===== config.mk =====
export PLATFORM = sky130hd
export DESIGN_NAME = ipi_unit
export DESIGN_NICKNAME = d
export VERILOG_FILES = /design/src/rtl/ipi_pkg.sv /design/src/rtl/ipi_port_decode.sv /design/src/rtl/ipi_cpu_state.sv /design/src/rtl/ipi_unit.sv
export SDC_FILE = /design/constraint.sdc
export NUM_CORES = 1
export LEC_CHECK = 0
export ABC_AREA = 1
export BUFFER_PORTS_ARGS = -buffer_cell sky130_fd_sc_hd__buf_2
export CAP_MARGIN = 20
export CORE_MARGIN = 2
export CORE_UTILIZATION = 40
export DETAILED_ROUTE_END_ITERATION = 16
export PLACE_DENSITY_LB_ADDON = 0.2
export SLEW_MARGIN = 20
export SYNTH_ARGS = -nofsm -noshare
export SYNTH_HDL_FRONTEND = slang
export SYNTH_SLANG_ARGS = --single-unit

===== constraint.sdc =====
create_clock -name clk -period 1.5 [get_ports clk]
set_clock_uncertainty 0.1 [all_clocks]
set_input_delay 0.075 -clock clk [delete_from_list [all_inputs] [get_ports clk]]
set_output_delay 0.075 -clock clk [all_outputs]
set_load 0.005 [all_outputs]

===== src/rtl/ipi_pkg.sv =====
package ipi_pkg;
   localparam int DW        = 32;
   localparam int SELF_BIT  = 31;
   localparam int CLS_OTHER = 0;
   localparam int CLS_SELF  = 1;

   // current-CPU view offsets
   localparam int OFS_WHO   = 'h2000;
   localparam int OFS_EVT   = 'h2004;
   localparam int OFS_SEND  = 'h2008;
   localparam int OFS_ACK   = 'h200C;
   localparam int OFS_MSET  = 'h2024;
   localparam int OFS_MCLR  = 'h2028;

   // explicit per-CPU windows
   localparam int WIN_BASE   = 'h5000;
   localparam int WIN_SHIFT  = 7;
   localparam int WIN_STRIDE = 1 << WIN_SHIFT;
   localparam int WOFS_SET   = 'h08;
   localparam int WOFS_CLR   = 'h0C;
   localparam int WOFS_MSET  = 'h24;
   localparam int WOFS_MCLR  = 'h28;

   localparam logic [15:0] EVT_TYPE_IPI = 16'h0004;
   localparam logic [15:0] EVT_NUM_OTH  = 16'h0001;
   localparam logic [15:0] EVT_NUM_SLF  = 16'h0002;

   // bit 0: other, bit 1: self
   typedef logic [1:0] cls_t;

   typedef struct packed {
      cls_t set;
      cls_t clr;
      cls_t mset;
      cls_t mclr;
   } tgt_act_t;

   function automatic cls_t word_cls(input logic [DW-1:0] w);
      return {w[SELF_BIT], w[0]};
   endfunction
endpackage


===== src/rtl/ipi_port_decode.sv =====
module ipi_port_decode
   import ipi_pkg::*;
#(
   parameter int NCPU = 4,
   parameter int AW   = 16,
   parameter int PORT = 0
) (
   input  logic                 req,
   input  logic                 we,
   input  logic [AW-1:0]        addr,
   input  logic [DW-1:0]        wdata,
   output tgt_act_t [NCPU-1:0]  act,
   output logic                 evt_rd,
   output logic                 who_rd
);
   localparam int WIN_END = WIN_BASE + NCPU * WIN_STRIDE;

   logic unused_wdata;
   assign unused_wdata = ^wdata;

   always_comb begin
      int a_i;
      int idx;
      int off;
      act    = '0;
      evt_rd = 1'b0;
      who_rd = 1'b0;
      a_i    = int'(addr);
      idx    = (a_i - WIN_BASE) >>> WIN_SHIFT;
      off    = (a_i - WIN_BASE) & (WIN_STRIDE - 1);
      if (req && !we) begin
         evt_rd = (a_i == OFS_EVT);
         who_rd = (a_i == OFS_WHO);
      end
      if (req && we) begin
         case (a_i)
            OFS_SEND: begin
               for (int t = 0; t < NCPU; t++)
                  act[t].set[CLS_OTHER] = wdata[t];
               act[PORT].set[CLS_SELF] = wdata[SELF_BIT];
            end
            OFS_ACK:  act[PORT].clr  = word_cls(wdata);
            OFS_MSET: act[PORT].mset = word_cls(wdata);
            OFS_MCLR: act[PORT].mclr = word_cls(wdata);
            default: begin
               if (a_i >= WIN_BASE && a_i < WIN_END) begin
                  for (int t = 0; t < NCPU; t++) begin
                     if (idx == t) begin
                        case (off)
                           WOFS_SET:  act[t].set  = word_cls(wdata);
                           WOFS_CLR:  act[t].clr  = word_cls(wdata);
                           WOFS_MSET: act[t].mset = word_cls(wdata);
                           WOFS_MCLR: act[t].mclr = word_cls(wdata);
                           default: ;
                        endcase
                     end
                  end
               end
            end
         endcase
      end
   end
endmodule


===== src/rtl/ipi_cpu_state.sv =====
module ipi_cpu_state
   import ipi_pkg::*;
#(
   parameter int NCPU = 4
) (
   input  logic                 clk,
   input  logic                 rst_n,
   input  tgt_act_t [NCPU-1:0]  acts,
   input  logic                 evt_rd,
   output logic [DW-1:0]        evt_word,
   output logic                 irq
);
   cls_t pend_q, mask_q;
   cls_t set_any, clr_any, mset_any, mclr_any;
   cls_t deliver, pick, auto_m;

   always_comb begin
      set_any  = '0;
      clr_any  = '0;
      mset_any = '0;
      mclr_any = '0;
      for (int p = 0; p < NCPU; p++) begin
         set_any  = set_any  | acts[p].set;
         clr_any  = clr_any  | acts[p].clr;
         mset_any = mset_any | acts[p].mset;
         mclr_any = mclr_any | acts[p].mclr;
      end
   end

   assign deliver = pend_q & ~mask_q;
   // fixed order: other ahead of self
   assign pick    = deliver[CLS_OTHER] ? 2'b01 : (deliver[CLS_SELF] ? 2'b10 : 2'b00);
   assign auto_m  = evt_rd ? pick : 2'b00;

   always_comb begin
      unique case (pick)
         2'b01:   evt_word = {EVT_TYPE_IPI, EVT_NUM_OTH};
         2'b10:   evt_word = {EVT_TYPE_IPI, EVT_NUM_SLF};
         default: evt_word = '0;
      endcase
   end

   assign irq = |deliver;

   always_ff @(posedge clk or negedge rst_n) begin
      if (!rst_n) begin
         pend_q <= '0;
         mask_q <= '1;
      end else begin
         pend_q <= (pend_q & ~clr_any) | set_any;
         mask_q <= (mask_q & ~mclr_any) | mset_any | auto_m;
      end
   end

   for (genvar k = 0; k < 2; k++) begin : g_cls_chk
      p_send_wins_r10: assert property (@(posedge clk) disable iff (!rst_n)
         (set_any[k] && clr_any[k]) |=> pend_q[k]);
      p_pend_hold_r11: assert property (@(posedge clk) disable iff (!rst_n)
         (pend_q[k] && !clr_any[k]) |=> pend_q[k]);
      p_unmask_r7: assert property (@(posedge clk) disable iff (!rst_n)
         (mclr_any[k] && !mset_any[k] && !auto_m[k]) |=> !mask_q[k]);
   end

   p_automask_oth_r5: assert property (@(posedge clk) disable iff (!rst_n)
      (evt_rd && deliver[CLS_OTHER]) |=> mask_q[CLS_OTHER]);
   p_automask_slf_r5: assert property (@(posedge clk) disable iff (!rst_n)
      (evt_rd && deliver[CLS_SELF] && !deliver[CLS_OTHER]) |=> mask_q[CLS_SELF]);
endmodule


===== src/rtl/ipi_unit.sv =====
module ipi_unit
   import ipi_pkg::*;
#(
   parameter int NCPU = 4,
   parameter int AW   = 16
) (
   input  logic                 clk,
   input  logic                 rst_n,
   input  logic [NCPU-1:0]      bus_req,
   input  logic [NCPU-1:0]      bus_we,
   input  logic [NCPU*AW-1:0]   bus_addr,
   input  logic [NCPU*DW-1:0]   bus_wdata,
   output logic [NCPU*DW-1:0]   bus_rdata,
   output logic [NCPU-1:0]      irq
);
   initial begin
      assert (NCPU >= 1 && NCPU <= SELF_BIT)
         else $error("ipi_unit: NCPU must be 1..31");
      assert (AW >= 15 && AW <= 31)
         else $error("ipi_unit: AW must be 15..31");
   end

   tgt_act_t [NCPU-1:0] act_pt [NCPU];  // [port][target]
   tgt_act_t [NCPU-1:0] act_tp [NCPU];  // [target][port]
   logic [NCPU-1:0]     evt_rd, who_rd;
   logic [DW-1:0]       evt_word [NCPU];
   logic [DW-1:0]       rd_q     [NCPU];

   always_comb begin
      for (int t = 0; t < NCPU; t++)
         for (int p = 0; p < NCPU; p++)
            act_tp[t][p] = act_pt[p][t];
   end

   for (genvar p = 0; p < NCPU; p++) begin : g_port
      ipi_port_decode #(.NCPU(NCPU), .AW(AW), .PORT(p)) u_dec (
         .req    (bus_req[p]),
         .we     (bus_we[p]),
         .addr   (bus_addr[p*AW +: AW]),
         .wdata  (bus_wdata[p*DW +: DW]),
         .act    (act_pt[p]),
         .evt_rd (evt_rd[p]),
         .who_rd (who_rd[p])
      );

      ipi_cpu_state #(.NCPU(NCPU)) u_state (
         .clk      (clk),
         .rst_n    (rst_n),
         .acts     (act_tp[p]),
         .evt_rd   (evt_rd[p]),
         .evt_word (evt_word[p]),
         .irq      (irq[p])
      );

      always_ff @(posedge clk or negedge rst_n) begin
         if (!rst_n)
            rd_q[p] <= '0;
         else if (bus_req[p] && !bus_we[p])
            rd_q[p] <= who_rd[p] ? DW'(p) : (evt_rd[p] ? evt_word[p] : '0);
      end

      assign bus_rdata[p*DW +: DW] = rd_q[p];

      p_who_r9: assert property (@(posedge clk) disable iff (!rst_n)
         who_rd[p] |=> (bus_rdata[p*DW +: DW] == DW'(p)));
      p_evt_code_r4: assert property (@(posedge clk) disable iff (!rst_n)
         evt_rd[p] |=> (bus_rdata[p*DW +: DW] == '0 ||
                        bus_rdata[p*DW +: DW] == {EVT_TYPE_IPI, EVT_NUM_OTH} ||
                        bus_rdata[p*DW +: DW] == {EVT_TYPE_IPI, EVT_NUM_SLF}));
   end
endmodule


==> metrics.md <==
| Metric | Value |
|---|---|
| Drt pass-1 iters | 5 |
| PD cells | 304.2 nW/µm² |
| Synth-to-Final Area Change | 35.59% |
| Total GRT Usage | 22.33% |
| CP endpoint kind | register |
| Residual DRC | 0 |
| Largest net degree at the start of global routing | 29 |
| Layout cells sized above 1 | 33.50% |
| Top cells by area, synth | nand2_1 20%, buf_4 14%, nand3_1 11%, nor2_1 9.3%, dfrtp_1 7.9% |
| Fin crit share | 98.08% |
| Antenna Nets Post-Route | 0 |
| Largest family of logic cells by synthesized area | simple AND/OR/NAND/NOR gates |
| Critical Path Fanout Max | 7 |
| Setup CP Type | in -> reg |
| Initial antenna violation count | 1 |
| Worst-path cell chain | buf_2, inv_1, ha_1, o211ai_1, nand2_2, nor2_2, buf_6, nand4_1, nand2_1, nor2_1, nand3_1, nand2_1 |
| Sequential-to-total area share from yosys stat | 11.26% |
| Grt ovf | 0 |
| Outcome | finished clean |
| Reg2Reg Depth | 4 |
| Fin crit period | 1471 ps |
| CP required | 1580 ps |
| Most used cell, CP | nand2_1 |
| Mean Syn Cell Area | 5.501 µm² |
| Xor/xnor cell area share of the yosys netlist | 0.1388% |
| Synth Area in Adders | 2.380% |
| Placer Congestion | 0.9314 |
| Max-slew violations | 0 |
| Leakage power | 4.619 nW |
| Hold Crit Class | in -> reg |
| Hold slack | 47.85 ps |
| Routed len/inst | 12.47 µm |
| CP max stage delay | 280 ps |
| Yosys cell types | 40 |
| Port buffer count | 109 |
| Starting density of the core | 41.20% |
| TritonCTS Buffers | 3 |
| Dominant cell type by area after synthesis | nand2_1 |
| CTS clk-pin slew, worst paths | 80 ps |
| Min-Delay Path Depth | 5 |
| Clk sink count | 28 |
| Routed vias | 7,728 |
| R2r startpoint | g_port[2].u_state.mask_q[0] |
| DRT Wirelength | 20,210 µm |
| First-pass GRT wire length | 30,600 µm |
| Number of I/O pins | 334 |
| Vias/cell | 4.770 |
| Placed wire-length estimate | 16,720 µm |
| Placeable Area | 15,310 µm² |
| Setup TNS | 0 ps |
| Final antenna diode count | 0 |
| Startpoint types | input port |
| DR iter-0 viols | 510 |
| R2R Path End | bus_rdata[82] |
| Hold Path End | bus_rdata[1] |
| Nets | 1,624 |
| HP Start | bus_we[0] |
| Critical path buffers and inverters | 3 |
| VDD IR max | 0.3884 mV |
| Number of max-cap violations | 0 |
| Post-Syn Area | 6310 µm² |
| CP max stage cell | o211ai_1 |
| Cells after synthesis | 1,147 |
| RSZ-0062 raised after global routing | true |
| Clk_lat worst skew | 270 ps |
| Synth top area share | 19.87% |
| Worst-margin pin slew | 708.5 ps |
| Critical path's top delay family | simple AND/OR/NAND/NOR gates |
| Clk buf depth | 2 |
| Final Hold Vio Count | 0 |
| Setup Viol. Count Final | 0 |
| FP Rows | 45 |
| Post-synthesis compound-gate area fraction | 5.057% |
| Root buffer cell | clkbuf_16 |
| Multiplexer share of the synthesized area | 0% |
| H-tree lvl count | 1 |
| Simple-Gate Fraction of Synth Area | 57.19% |
| R2r setup slk | 300 ps |
| Relative max-transition margin | 52.77% |
| Die ar. | 16,790 µm² |
| Max Freq | 679.7 MHz |
| Die Height | 129.6 µm |
| Vias in the first global route | 6,599 |
| CTS tree | built |
| Critical Path AT | 1550 ps |
| Die X | 129.6 µm |
| Number of synthesized register bits | 28 |
| YS warnings | 0 |
## cell type report
type / count / area [µm²]
Fill cell: 1655 / 6759
Multi-Input combinational cell: 962 / 5016
Timing Repair Buffer: 276 / 1918
Sequential cell: 28 / 710.7
Inverter: 139 / 541.8
Tap cell: 211 / 264.0
Clock buffer: 3 / 75.07
Clock inverter: 1 / 30.03
## sequential cells by signal (all words and copies together), names as in the netlist
name	count
bus_rdata	12
g_port.u_state.mask_q	8
g_port.u_state.pend_q	8
## worst max path at each step
stage                 startpoint                          end  slack, ps  cells past startpoint
global placement    bus_addr[29]  g_port[2].u_state.pend_q[1]       -400                     14
global route        bus_addr[29]  g_port[2].u_state.mask_q[0]        -60                     14
finish              bus_addr[13]  g_port[3].u_state.pend_q[1]         30                     12
CTS                 bus_addr[29]  g_port[3].u_state.mask_q[0]        -10                     14
floorplan           bus_addr[28]  g_port[0].u_state.pend_q[1]         -4                     13
detailed placement  bus_addr[29]  g_port[2].u_state.mask_q[0]       -450                     14
## layer usage
layer  GRT usage, %  share of wire [%]
met1          31.10                 44
met2          36.28                 47
met3          3.592                7.2
met4          5.060                1.8
met5              0              0.064
## cells in the final DEF (no fill, tap or decap), drive strengths merged
| cell | instances |
|---|---|
| nor2b | 1 |
| dlygate4sd3 | 1 |
| buf | 274 |
| nand3b | 6 |
| nor3 | 24 |
| nor2 | 191 |
| conb | 116 |
| nor4 | 8 |
| inv | 138 |
| ha | 12 |
| clkinv | 1 |
| o21bai | 1 |
| dfstp | 8 |
| nand3 | 147 |
| nand2 | 351 |
| a22o | 4 |
| xnor2 | 1 |
| o211ai | 1 |
| and2 | 3 |
| nand4 | 40 |
| o22ai | 3 |
| and3 | 1 |
| bufinv | 1 |
| a21oi | 15 |
| or2 | 1 |
| dfrtp | 20 |
| o21ai | 35 |
| nor4b | 1 |
| clkbuf | 4 |
## worst register-to-register path, stage by stage, from the launching register on
cell,delay [ps]
dfstp_2,520
inv_1,60
nand2_1,70
o21ai_0,120
a22o_1,210
## where the power goes
group	internal (W)	total, W	switching [W]
clock	0.000534	0.000837	0.000304
sequential	0.000757	0.000758	0.000000884
combinational	0.000388	0.00101	0.000620
## synthesized netlist by cell type, drive strengths merged
cell type / number
nor3: 24
and3: 1
nand3b: 6
clkbuf: 5
nor4b: 1
conb: 1
o211ai: 1
nand4: 40
nor2b: 1
clkinv: 1
ha: 12
xnor2: 1
dfrtp: 20
o21ai: 35
o21bai: 1
buf: 128
inv: 138
nand2: 351
or2: 1
o22ai: 3
nor4: 8
a21oi: 15
and2: 3
nor2: 191
dfstp: 8
nand3: 147
a22o: 4
## kinds of logic after synthesis
logic type                 after synthesis
and+or+nand+nor                        774
adders and majority gates               12
DFF                                     28
other                                    1
buffers and inverters                  272
xor gates and xnor gates                 1
AOI/OAI and AO/OA                       59
## per-stage QoR
stage	instances	worst slack (ps)	utilization, %	cell area (µm²)	power (W)
6_report	1620	28.79	55.87	8556	0.002603
5_1_grt	1620	-57.84	55.87	8556	0.002753
4_1_cts	1609	-11.04	51.97	7959	0.002497
3_5_place_dp	1601	-448.6	50.65	7757	0.001641
3_3_place_gp	1601	-401.0	50.65	7757	0.001635
2_1_floorplan	1262	-3.537	-	6756	0.001428
## what timing repair did
item | CTS | global route
gates resized for setup | 16 | 148
buffers inserted | 3 | 11
hold endpoints to repair | 20 | 0
endpoints found under the setup margin | 11 | 16
hold buffers | 1 | 0
pin swaps | 6 | 76
(Power assumes the default switching activity.)
